`config.mk`:
```
export PLATFORM = sky130hd
export DESIGN_NAME = fpnan_prop_unit
export DESIGN_NICKNAME = d
export VERILOG_FILES = /design/src/rtl/fpnan_pkg.sv /design/src/rtl/fpnan_classify.sv /design/src/rtl/fpnan_select.sv /design/src/rtl/fpnan_prop_unit.sv
export SDC_FILE = /design/constraint.sdc
export NUM_CORES = 1
export LEC_CHECK = 0
export BUFFER_PORTS_ARGS = -buffer_cell sky130_fd_sc_hd__clkbuf_2
export CAP_MARGIN = 20
export CORE_MARGIN = 2
export CORE_UTILIZATION = 44
export CTS_BUF_LIST = sky130_fd_sc_hd__clkbuf_4 sky130_fd_sc_hd__clkbuf_8 sky130_fd_sc_hd__clkbuf_16
export DETAILED_ROUTE_END_ITERATION = 8
export PLACE_DENSITY_LB_ADDON = 0.08
export SKIP_LAST_GASP = 1
export SLEW_MARGIN = 20
export SYNTH_ARGS = -nofsm -noshare
export SYNTH_HDL_FRONTEND = slang
export SYNTH_SLANG_ARGS = --single-unit
export TNS_END_PERCENT = 20
```
`constraint.sdc`:
```
create_clock -name clk -period 3.6 [get_ports clk]
set_clock_uncertainty 0.2 [all_clocks]
set_input_delay 0.36 -clock clk [delete_from_list [all_inputs] [get_ports clk]]
set_output_delay 0.36 -clock clk [all_outputs]
set_load 0.01 [all_outputs]
```
`src/rtl/fpnan_pkg.sv`:
```
// Shared types and the operand search order for the NaN result selector.
// Assumes three operand slots: index 0 = a, 1 = b, 2 = c.
package fpnan_pkg;

    localparam int unsigned NOPS = 3;

    // Per-operand classification flags; at most one is set for any operand.
    typedef struct packed {
        logic snan;
        logic qnan;
        logic inf;
        logic zero;
    } opclass_t;

    // Operand index searched at rank k (0..2) for the given operation kind and mode.
    function automatic logic [1:0] search_slot(input logic fused, input logic m2008,
                                               input int unsigned k);
        logic [1:0] idx;
        if (fused && m2008) begin
            case (k)
                0:       idx = 2'd2;
                1:       idx = 2'd0;
                default: idx = 2'd1;
            endcase
        end else begin
            idx = 2'(k);
        end
        return idx;
    endfunction

endpackage

```
`src/rtl/fpnan_classify.sv`:
```
// Sorts one binary floating-point operand into signaling NaN, quiet NaN,
// infinity or zero under the selected encoding.
// Assumes layout {sign, exponent[EXP_W], fraction[FRAC_W]}.
module fpnan_classify
    import fpnan_pkg::*;
#(
    parameter int unsigned EXP_W  = 8,
    parameter int unsigned FRAC_W = 23
) (
    input  logic [EXP_W+FRAC_W:0] op,
    input  logic                  mode2008,
    output opclass_t              cls
);

    localparam int unsigned W = 1 + EXP_W + FRAC_W;

    logic [EXP_W-1:0]  exp_f;
    logic [FRAC_W-1:0] frac_f;
    logic              exp_max;
    logic              exp_min;
    logic              frac_nz;
    logic              is_nan;
    logic              sig_sense;

    // Split the operand into its fields.
    always_comb begin
        exp_f  = op[W-2 -: EXP_W];
        frac_f = op[FRAC_W-1:0];
    end

    // Derive the class flags; the top fraction bit's meaning follows the mode.
    always_comb begin
        exp_max   = &exp_f;
        exp_min   = ~|exp_f;
        frac_nz   = |frac_f;
        is_nan    = exp_max && frac_nz;
        sig_sense = frac_f[FRAC_W-1] ^ mode2008;
        cls.snan  = is_nan && sig_sense;
        cls.qnan  = is_nan && !sig_sense;
        cls.inf   = exp_max && !frac_nz;
        cls.zero  = exp_min && !frac_nz;
    end


    always_comb begin
        class_excl_chk: assert ($onehot0({cls.snan, cls.qnan, cls.inf, cls.zero}));
    end

endmodule

```
`src/rtl/fpnan_select.sv`:
```
// Chooses the NaN result and invalid flag from the operand classes.
// Assumes classes come from fpnan_classify under the same mode bit.
// Pure combinational; the top registers the outputs.
module fpnan_select
    import fpnan_pkg::*;
#(
    parameter int unsigned EXP_W  = 8,
    parameter int unsigned FRAC_W = 23
) (
    input  logic [EXP_W+FRAC_W:0] ops [NOPS],
    input  opclass_t              cls [NOPS],
    input  logic                  fused,
    input  logic                  mode2008,
    output logic                  nan_out,
    output logic                  invalid_out,
    output logic [EXP_W+FRAC_W:0] res_out
);

    localparam int unsigned W = 1 + EXP_W + FRAC_W;
    localparam logic [W-1:0] DNAN_NEW = {1'b0, {EXP_W{1'b1}}, 1'b1, {(FRAC_W-1){1'b0}}};
    localparam logic [W-1:0] DNAN_LEG = {1'b0, {EXP_W{1'b1}}, 1'b0, {(FRAC_W-1){1'b1}}};

    logic [NOPS-1:0] live;
    logic            any_nan;
    logic            any_snan;
    logic            izn;
    logic            izn_c;
    logic            found;
    logic [1:0]      pick;
    logic            unused_cls;

    assign unused_cls = ^{cls[2].inf, cls[2].zero};

    // Mark which operands take part, then gather the NaN and inf*0 conditions.
    always_comb begin
        any_nan  = 1'b0;
        any_snan = 1'b0;
        for (int i = 0; i < NOPS; i++) begin
            live[i]  = (i < 2) || fused;
            any_nan  = any_nan  || (live[i] && (cls[i].snan || cls[i].qnan));
            any_snan = any_snan || (live[i] && cls[i].snan);
        end
        izn   = fused && ((cls[0].inf && cls[1].zero) || (cls[0].zero && cls[1].inf));
        izn_c = izn && (cls[2].snan || cls[2].qnan);
    end

    // Two passes of the ranked search: signaling NaNs first, then quiet ones.
    always_comb begin
        logic [1:0] idx;
        logic       cand;
        found = 1'b0;
        pick  = 2'd0;
        for (int pass = 0; pass < 2; pass++) begin
            for (int k = 0; k < NOPS; k++) begin
                idx  = search_slot(fused, mode2008, k);
                cand = live[idx] && ((pass == 0) ? cls[idx].snan : cls[idx].qnan);
                if (!found && cand) begin
                    found = 1'b1;
                    pick  = idx;
                end
            end
        end
        if (izn_c) begin
            found = 1'b1;
            pick  = 2'd2;
        end
    end

    // Form the flags and the result word, quieting the picked operand.
    always_comb begin
        nan_out     = any_nan || izn;
        invalid_out = any_snan || izn;
        if (!nan_out) begin
            res_out = '0;
        end else if (!mode2008) begin
            res_out = DNAN_LEG;
        end else if (!found) begin
            res_out = DNAN_NEW;
        end else begin
            res_out = ops[pick] | (W'(1) << (FRAC_W - 1));
        end
    end


    always_comb begin
        new_quiet_chk: assert (!(mode2008 && nan_out) || res_out[FRAC_W-1]);
    end


    always_comb begin
        leg_default_chk: assert (!(!mode2008 && nan_out) || res_out == DNAN_LEG);
    end

endmodule

```
`src/rtl/fpnan_prop_unit.sv`:
```
// Top of the NaN result selector: classifies the three operands, selects the
// NaN outcome and registers it one cycle after the input strobe.
// Assumes single-precision operands; rst_n is synchronous and active low.
module fpnan_prop_unit
    import fpnan_pkg::*;
#(
    parameter int unsigned EXP_W  = 8,
    parameter int unsigned FRAC_W = 23
) (
    input  logic                  clk,
    input  logic                  rst_n,
    input  logic                  i_valid,
    input  logic                  i_fused,
    input  logic                  i_mode2008,
    input  logic [EXP_W+FRAC_W:0] i_op_a,
    input  logic [EXP_W+FRAC_W:0] i_op_b,
    input  logic [EXP_W+FRAC_W:0] i_op_c,
    output logic                  o_valid,
    output logic                  o_nan,
    output logic [EXP_W+FRAC_W:0] o_result,
    output logic                  o_invalid
);

    localparam int unsigned W = 1 + EXP_W + FRAC_W;

    logic [W-1:0] ops [NOPS];
    opclass_t     cls [NOPS];
    logic         sel_nan;
    logic         sel_inv;
    logic [W-1:0] sel_res;

    // Gather the operands into indexed slots.
    always_comb begin
        ops[0] = i_op_a;
        ops[1] = i_op_b;
        ops[2] = i_op_c;
    end

    // One classifier per operand slot.
    for (genvar g = 0; g < NOPS; g++) begin : g_cls
        fpnan_classify #(.EXP_W(EXP_W), .FRAC_W(FRAC_W)) cls_i (
            .op       (ops[g]),
            .mode2008 (i_mode2008),
            .cls      (cls[g])
        );
    end

    fpnan_select #(.EXP_W(EXP_W), .FRAC_W(FRAC_W)) sel_i (
        .ops         (ops),
        .cls         (cls),
        .fused       (i_fused),
        .mode2008    (i_mode2008),
        .nan_out     (sel_nan),
        .invalid_out (sel_inv),
        .res_out     (sel_res)
    );

    // Output register; idle cycles and reset leave flags and result at zero.
    always_ff @(posedge clk) begin
        if (!rst_n) begin
            o_valid   <= 1'b0;
            o_nan     <= 1'b0;
            o_invalid <= 1'b0;
            o_result  <= '0;
        end else begin
            o_valid   <= i_valid;
            o_nan     <= i_valid && sel_nan;
            o_invalid <= i_valid && sel_inv;
            o_result  <= i_valid ? sel_res : '0;
        end
    end


    reset_clear_chk: assert property (@(posedge clk)
        !rst_n |=> (!o_valid && !o_nan && !o_invalid && o_result == '0));


    valid_follow_chk: assert property (@(posedge clk) disable iff (!rst_n)
        i_valid |=> o_valid);


    idle_quiet_chk: assert property (@(posedge clk) disable iff (!rst_n)
        !i_valid |=> (!o_valid && !o_nan && !o_invalid));


    snan_invalid_chk: assert property (@(posedge clk) disable iff (!rst_n)
        (i_valid && (cls[0].snan || cls[1].snan || (i_fused && cls[2].snan))) |=> o_invalid);


    izn_invalid_chk: assert property (@(posedge clk) disable iff (!rst_n)
        (i_valid && i_fused && ((cls[0].inf && cls[1].zero) || (cls[0].zero && cls[1].inf))
         && (cls[2].snan || cls[2].qnan)) |=> (o_invalid && o_nan));

endmodule

```
## After elaboration in Yosys (flattened, before gate mapping)

Cells that the tools add are included.

- Bits in registers: 35
- Input port bits: 101
- Output and inout port bits: 35
- Word-level logic and storage cells: 128

- Order comparisons: 7
- Multiplexer cells: 37
- Bitwise operators: 7
- Reductions and logical operators: 71

Operators by type and width:

| kind | number |
|---|---|
| OR reduction 23 bit | 3 |
| binary-select mux 32 bit (select 2 bit) | 1 |
| 2-to-1 mux 32 bit | 2 |
| 2-to-1 mux 31 bit | 2 |
| logical AND 1 bit | 35 |
| binary-select mux 4 bit (select 2 bit) | 3 |
| 2-to-1 mux 4 bit | 6 |
| AND reduction 8 bit | 3 |
| OR reduction 8 bit | 3 |
| 2-to-1 mux 2 bit | 9 |
| logical NOT 1 bit | 14 |
| greater-or-equal comparator 3 bit, second input constant | 4 |
| 2-to-1 mux 1 bit | 11 |
| logical OR 1 bit | 10 |
| NOT 2 -> 3 bit | 3 |
| binary-select mux 1 bit (select 2 bit) | 3 |
| < comparator 2 x 3 -> 1 bit, second input constant | 2 |
| AND reduction 5 bit | 1 |
| AND reduction 4 bit | 1 |
| < comparator 1 x 3 -> 1 bit, second input constant | 1 |
| NOT 1 -> 3 bit | 1 |
| AND reduction 3 bit | 1 |
| XOR 1 bit | 3 |

## Depth between registers and ports, before layout

- Depth after elaboration: 30
- Mapped depth: 9
- Gate-level depth less buffers: 8

## Hierarchy

A second synthesis with hierarchy kept.

- Cells, all modules: 386
- Area total of the unflattened synthesis: 3115.5 um^2

Modules (own cells, without submodules):

| module | times used | cells each | area an instance (um^2) | sequential area each (um^2) |
|---|---|---|---|---|
| fpnan_select | 1 | 244 | 1669.1 | 0.0 |
| fpnan_prop_unit | 1 | 76 | 980.9 | 700.7 |
| fpnan_classify | 3 | 22 | 155.1 | 0.0 |

## Worst setup path after synthesis

No wires, ideal clock.

- Path type: in2reg
- From: input i_op_b[17]
- To: register o_result[0]
- Setup time: 0.136 ns
- Arrival: 1.962 ns
- Required time: 3.264 ns
- Path slack: 1.302 ns
- Stages on the path: 9
- Buffers on the path: 1
- Cell sequence: nor4_1 -> nand4_1 -> o211ai_1 -> o221ai_1 -> o21ai_2 -> nand2b_2 -> buf_6 -> a22oi_1 -> o31ai_1

- Cells in the longest elaborated chain, start to end: 30
- Elaborated cells on any way between the ends: 62
- Those cells by class: mux: 28; bitwise: 1; reduce/logical: 33

Ends and longest elaborated chain:

| item | RTL line | text |
|---|---|---|
| from (decl) | fpnan_prop_unit.sv:16 | `input logic [EXP_W+FRAC_W:0] i_op_b,` |
| OR reduction 23 bit (*) | fpnan_classify.sv:35 | `frac_nz = \|frac_f;` |
| logical AND 1 bit | fpnan_classify.sv:36 | `is_nan = exp_max && frac_nz;` |
| logical AND 1 bit | fpnan_classify.sv:38 | `cls.snan = is_nan && sig_sense;` |
| binary-select mux 4 bit (select 2 bit) | -- |  |
| 2-to-1 mux 4 bit (not written as such) (2 in series) | fpnan_select.sv:56 | `cand = live[idx] && ((pass == 0) ? cls[idx].snan : cls[idx].qnan);` |
| logical AND 1 bit | fpnan_select.sv:56 |  |
| 2-to-1 mux 1 bit | fpnan_select.sv:57 | `if (!found && cand) begin` |
| logical NOT 1 bit | fpnan_select.sv:57 |  |
| [... 12 more ...] | -- |  |
| logical AND 1 bit | fpnan_select.sv:57 |  |
| 2-to-1 mux 2 bit | fpnan_select.sv:57 |  |
| 2-to-1 mux 2 bit | fpnan_select.sv:63 | `if (izn_c) begin` |
| NOT 2 -> 3 bit (not written as such) | fpnan_select.sv:80 | `res_out = ops[pick] \| (W'(1) << (FRAC_W - 1));` |
| binary-select mux 32 bit (select 2 bit) | fpnan_select.sv:80 |  |
| 2-to-1 mux 32 bit (not written as such) (2 in series) | fpnan_select.sv:80 |  |
| 2-to-1 mux 31 bit | fpnan_select.sv:77 | `end else if (!found) begin` |
| 2-to-1 mux 31 bit | fpnan_select.sv:75 | `end else if (!mode2008) begin` |
| to (signal assigned) | fpnan_prop_unit.sv:69 | `o_result <= i_valid ? sel_res : '0;` |
| to (decl) | fpnan_prop_unit.sv:20 | `output logic [EXP_W+FRAC_W:0] o_result,` |

Every way passes the cells marked *; elsewhere a longest branch is shown, timed or not. The select of a mux whose other input is x is not followed.
A chain may end at the register's enable or synchronous reset.

## Worst setup path after layout

- From: input i_op_b[17]
- To: register o_result[9]

Same word-level chain as after synthesis.

==> out/metrics.cfg <==
[status]
outcome=finished clean

[yosys]
synth_area_leaders=dfxtp_1, o31ai_1, nor4_1
synthTopCellsByCount=dfxtp_1, o31ai_1, nor4_1
synthFlopType=dfxtp_1
avgSynthCellArea_um2=7.87
yosys_warnings=0
ys_async_sr_fraction_pct=0
synth_seq_area_share_pct=36.6
yosys.area.top_type=dfxtp_1
synth-seq-cells=35
syn-num-nets=344
synth_top_cell_area_share_pct=36.6
synth_most_common_cell=dfxtp_1
syn_area_mm2=0.00191
yosysUniqueCellTypes=38
synthCells=243
synth_edf_count=0

[critical_path]
required_ps=3610
worst_setup_path_start_kind=input port
crit_fanout=14
worstPathArrival_ps=2930
crit_path_end_kind=flip-flop
critical_path_class=in2reg

[cts]
cts-buffers-inserted=5
cts_hold_buf=0
clockBufferDepth=2
ctsRootBufferMaster=clkbuf_8
post_cts.repair.setup_buffers=0
cts_num_sinks=35
path_clk_slew_ps=80
h-tree-depth=2
cts_tree=built
cts_resized=0

[placement]
dpl.hpwl_mm=5.11
globalplace.congestion=0.973
portBuffers=135
dpl_cell_area_mm2=0.00262
dp_slack_ps=430

[sta]
hold_viol=0
setup_slack_ps=676
fmax_mhz=342
worst_slew_pin_slew_ps=523
timing.slew.headroom_pct=65.0
finalSetupViolCount=0
min_period_ps=2920
drv_slew=0
fin_setup_tns_ps=0
grt_setup_unrepaired=false
timing.hold.ws_ps=117
finalCritPeriodShare_pct=81.2

[global_route]
first_global_vias=2224
use_met2_pct=43.0
gr-total-overflow=0
antenna_found_initial=0
grt_pass1_wl_mm=10.5
grt_max_degree=22
grtUsageMet1_pct=35.3
busiest_layer=met2
grtUsageMet3_pct=5.48
track_usage_pct=26.5

[routing]
wirelength_mm=6.56
drtIter0Drc=272
drc=0
vias=2529
first_pass_iters=5
ant_nets=0
wl_per_cell_um=15.4
vias_per_cell=5.94

[layout]
nets=476
n_antenna_cell=0
drive_above_1_share_pct=41.8
syn2layout_area_growth_pct=43.3
stdcell_area_mm2=0.00274

[hold_path]
hp-start=i_op_c[13]
hp-class=in2reg
min_path_cells=3
min_to=o_result[13]$_SDFF_PN0_

[floorplanning]
std_cell_rows=23
num_io_pins=136
start_util_pct=46.8
die_x_um=69.9
die_area_mm2=0.00489
die_h_um=69.9
core_region_area_mm2=0.00409

[job]
drv_cap=0

[power_and_ir_drop]
ir_worst_vdd_mv=0.175
p_per_area_mw_per_mm2=314
power_uw=860
leakagePower_nw=1.30

-- metal layers --
layer	wire, um	up-vias
met5	0	-
met4	68	0
met3	791	7
met2	3000	185
met1	2710	1115
li1	-	1222
-- registers in the layout (all words and copies together) (netlist names) --
signal and count:
o_result 32, o_invalid 1, o_nan 1, o_valid 1
-- cells by family (layout without fill, tap and decap cells) --
kind of cell	count (synthesis)	after routing	share of synthesized area, %
AOI/OAI and AO/OA	89	89	31.5
xor gates and xnor gates	1	1	0.458
buffers and inverters	19	152	4.58
DFF	35	35	36.6
and+or+nand+nor	99	99	26.8
-- placed cells by master, fill, tap and decap left out, types with 10 or more instances in the layout --
master      n
a22oi_1    11
o31ai_1    21
nor4_1     20
o21ai_0    16
dfxtp_1    35
nor3_1     19
a31oi_1    10
nor2_1     17
nand2_1    17
clkbuf_2  135
-- power breakdown --
group          switching [mW]  internal, mW  total, mW
logic                  0.0522        0.0523      0.104
clock network           0.142         0.224      0.366
registers            0.000383         0.389      0.389
-- metrics by stage --
step | cells | utilization, %
after floorplan | 243 | -
after global placement | 418 | 64.2
after detailed placement | 418 | 64.2
after CTS | 426 | 67.1
after global routing | 426 | 67.1
final | 426 | 67.1
-- how the worst max path moves through the flow --
| stage | from | end | slack (ps) | depth (start not counted) |
|---|---|---|---|---|
| 3_5_place_dp | i_op_b[11] | o_result[9]$_SDFF_PN0_ | 430 | 10 |
| 2_1_floorplan | i_op_b[17] | o_result[0]$_SDFF_PN0_ | 1300 | 9 |
| 6_report | i_op_b[17] | o_result[9]$_SDFF_PN0_ | 680 | 10 |
| 5_1_grt | i_op_b[17] | o_result[9]$_SDFF_PN0_ | 420 | 10 |
| 3_3_place_gp | i_op_c[11] | o_result[11]$_SDFF_PN0_ | 550 | 10 |
| 4_1_cts | i_op_b[11] | o_result[9]$_SDFF_PN0_ | 720 | 10 |
-- worst max-delay path, stage by stage --
cell and delay, ps:
clkbuf_2 90, nor4_1 380, nand4_1 240, nor4_1 390, o211ai_1 200, buf_4 220, a211o_1 460, o21ai_2 280
o31ai_1 140, a31oi_1 170
-- cell type report --
cell class	instances	area (um^2)
clock buffer	6	82.6
clock inverter	2	35.0
fill	373	1350
inverter	2	7.51
multi-input combinational	189	1120
sequential	35	701
tap	50	62.6
timing repair buffer	142	728
No activity file was read; power rests on OpenSTA's default activity.
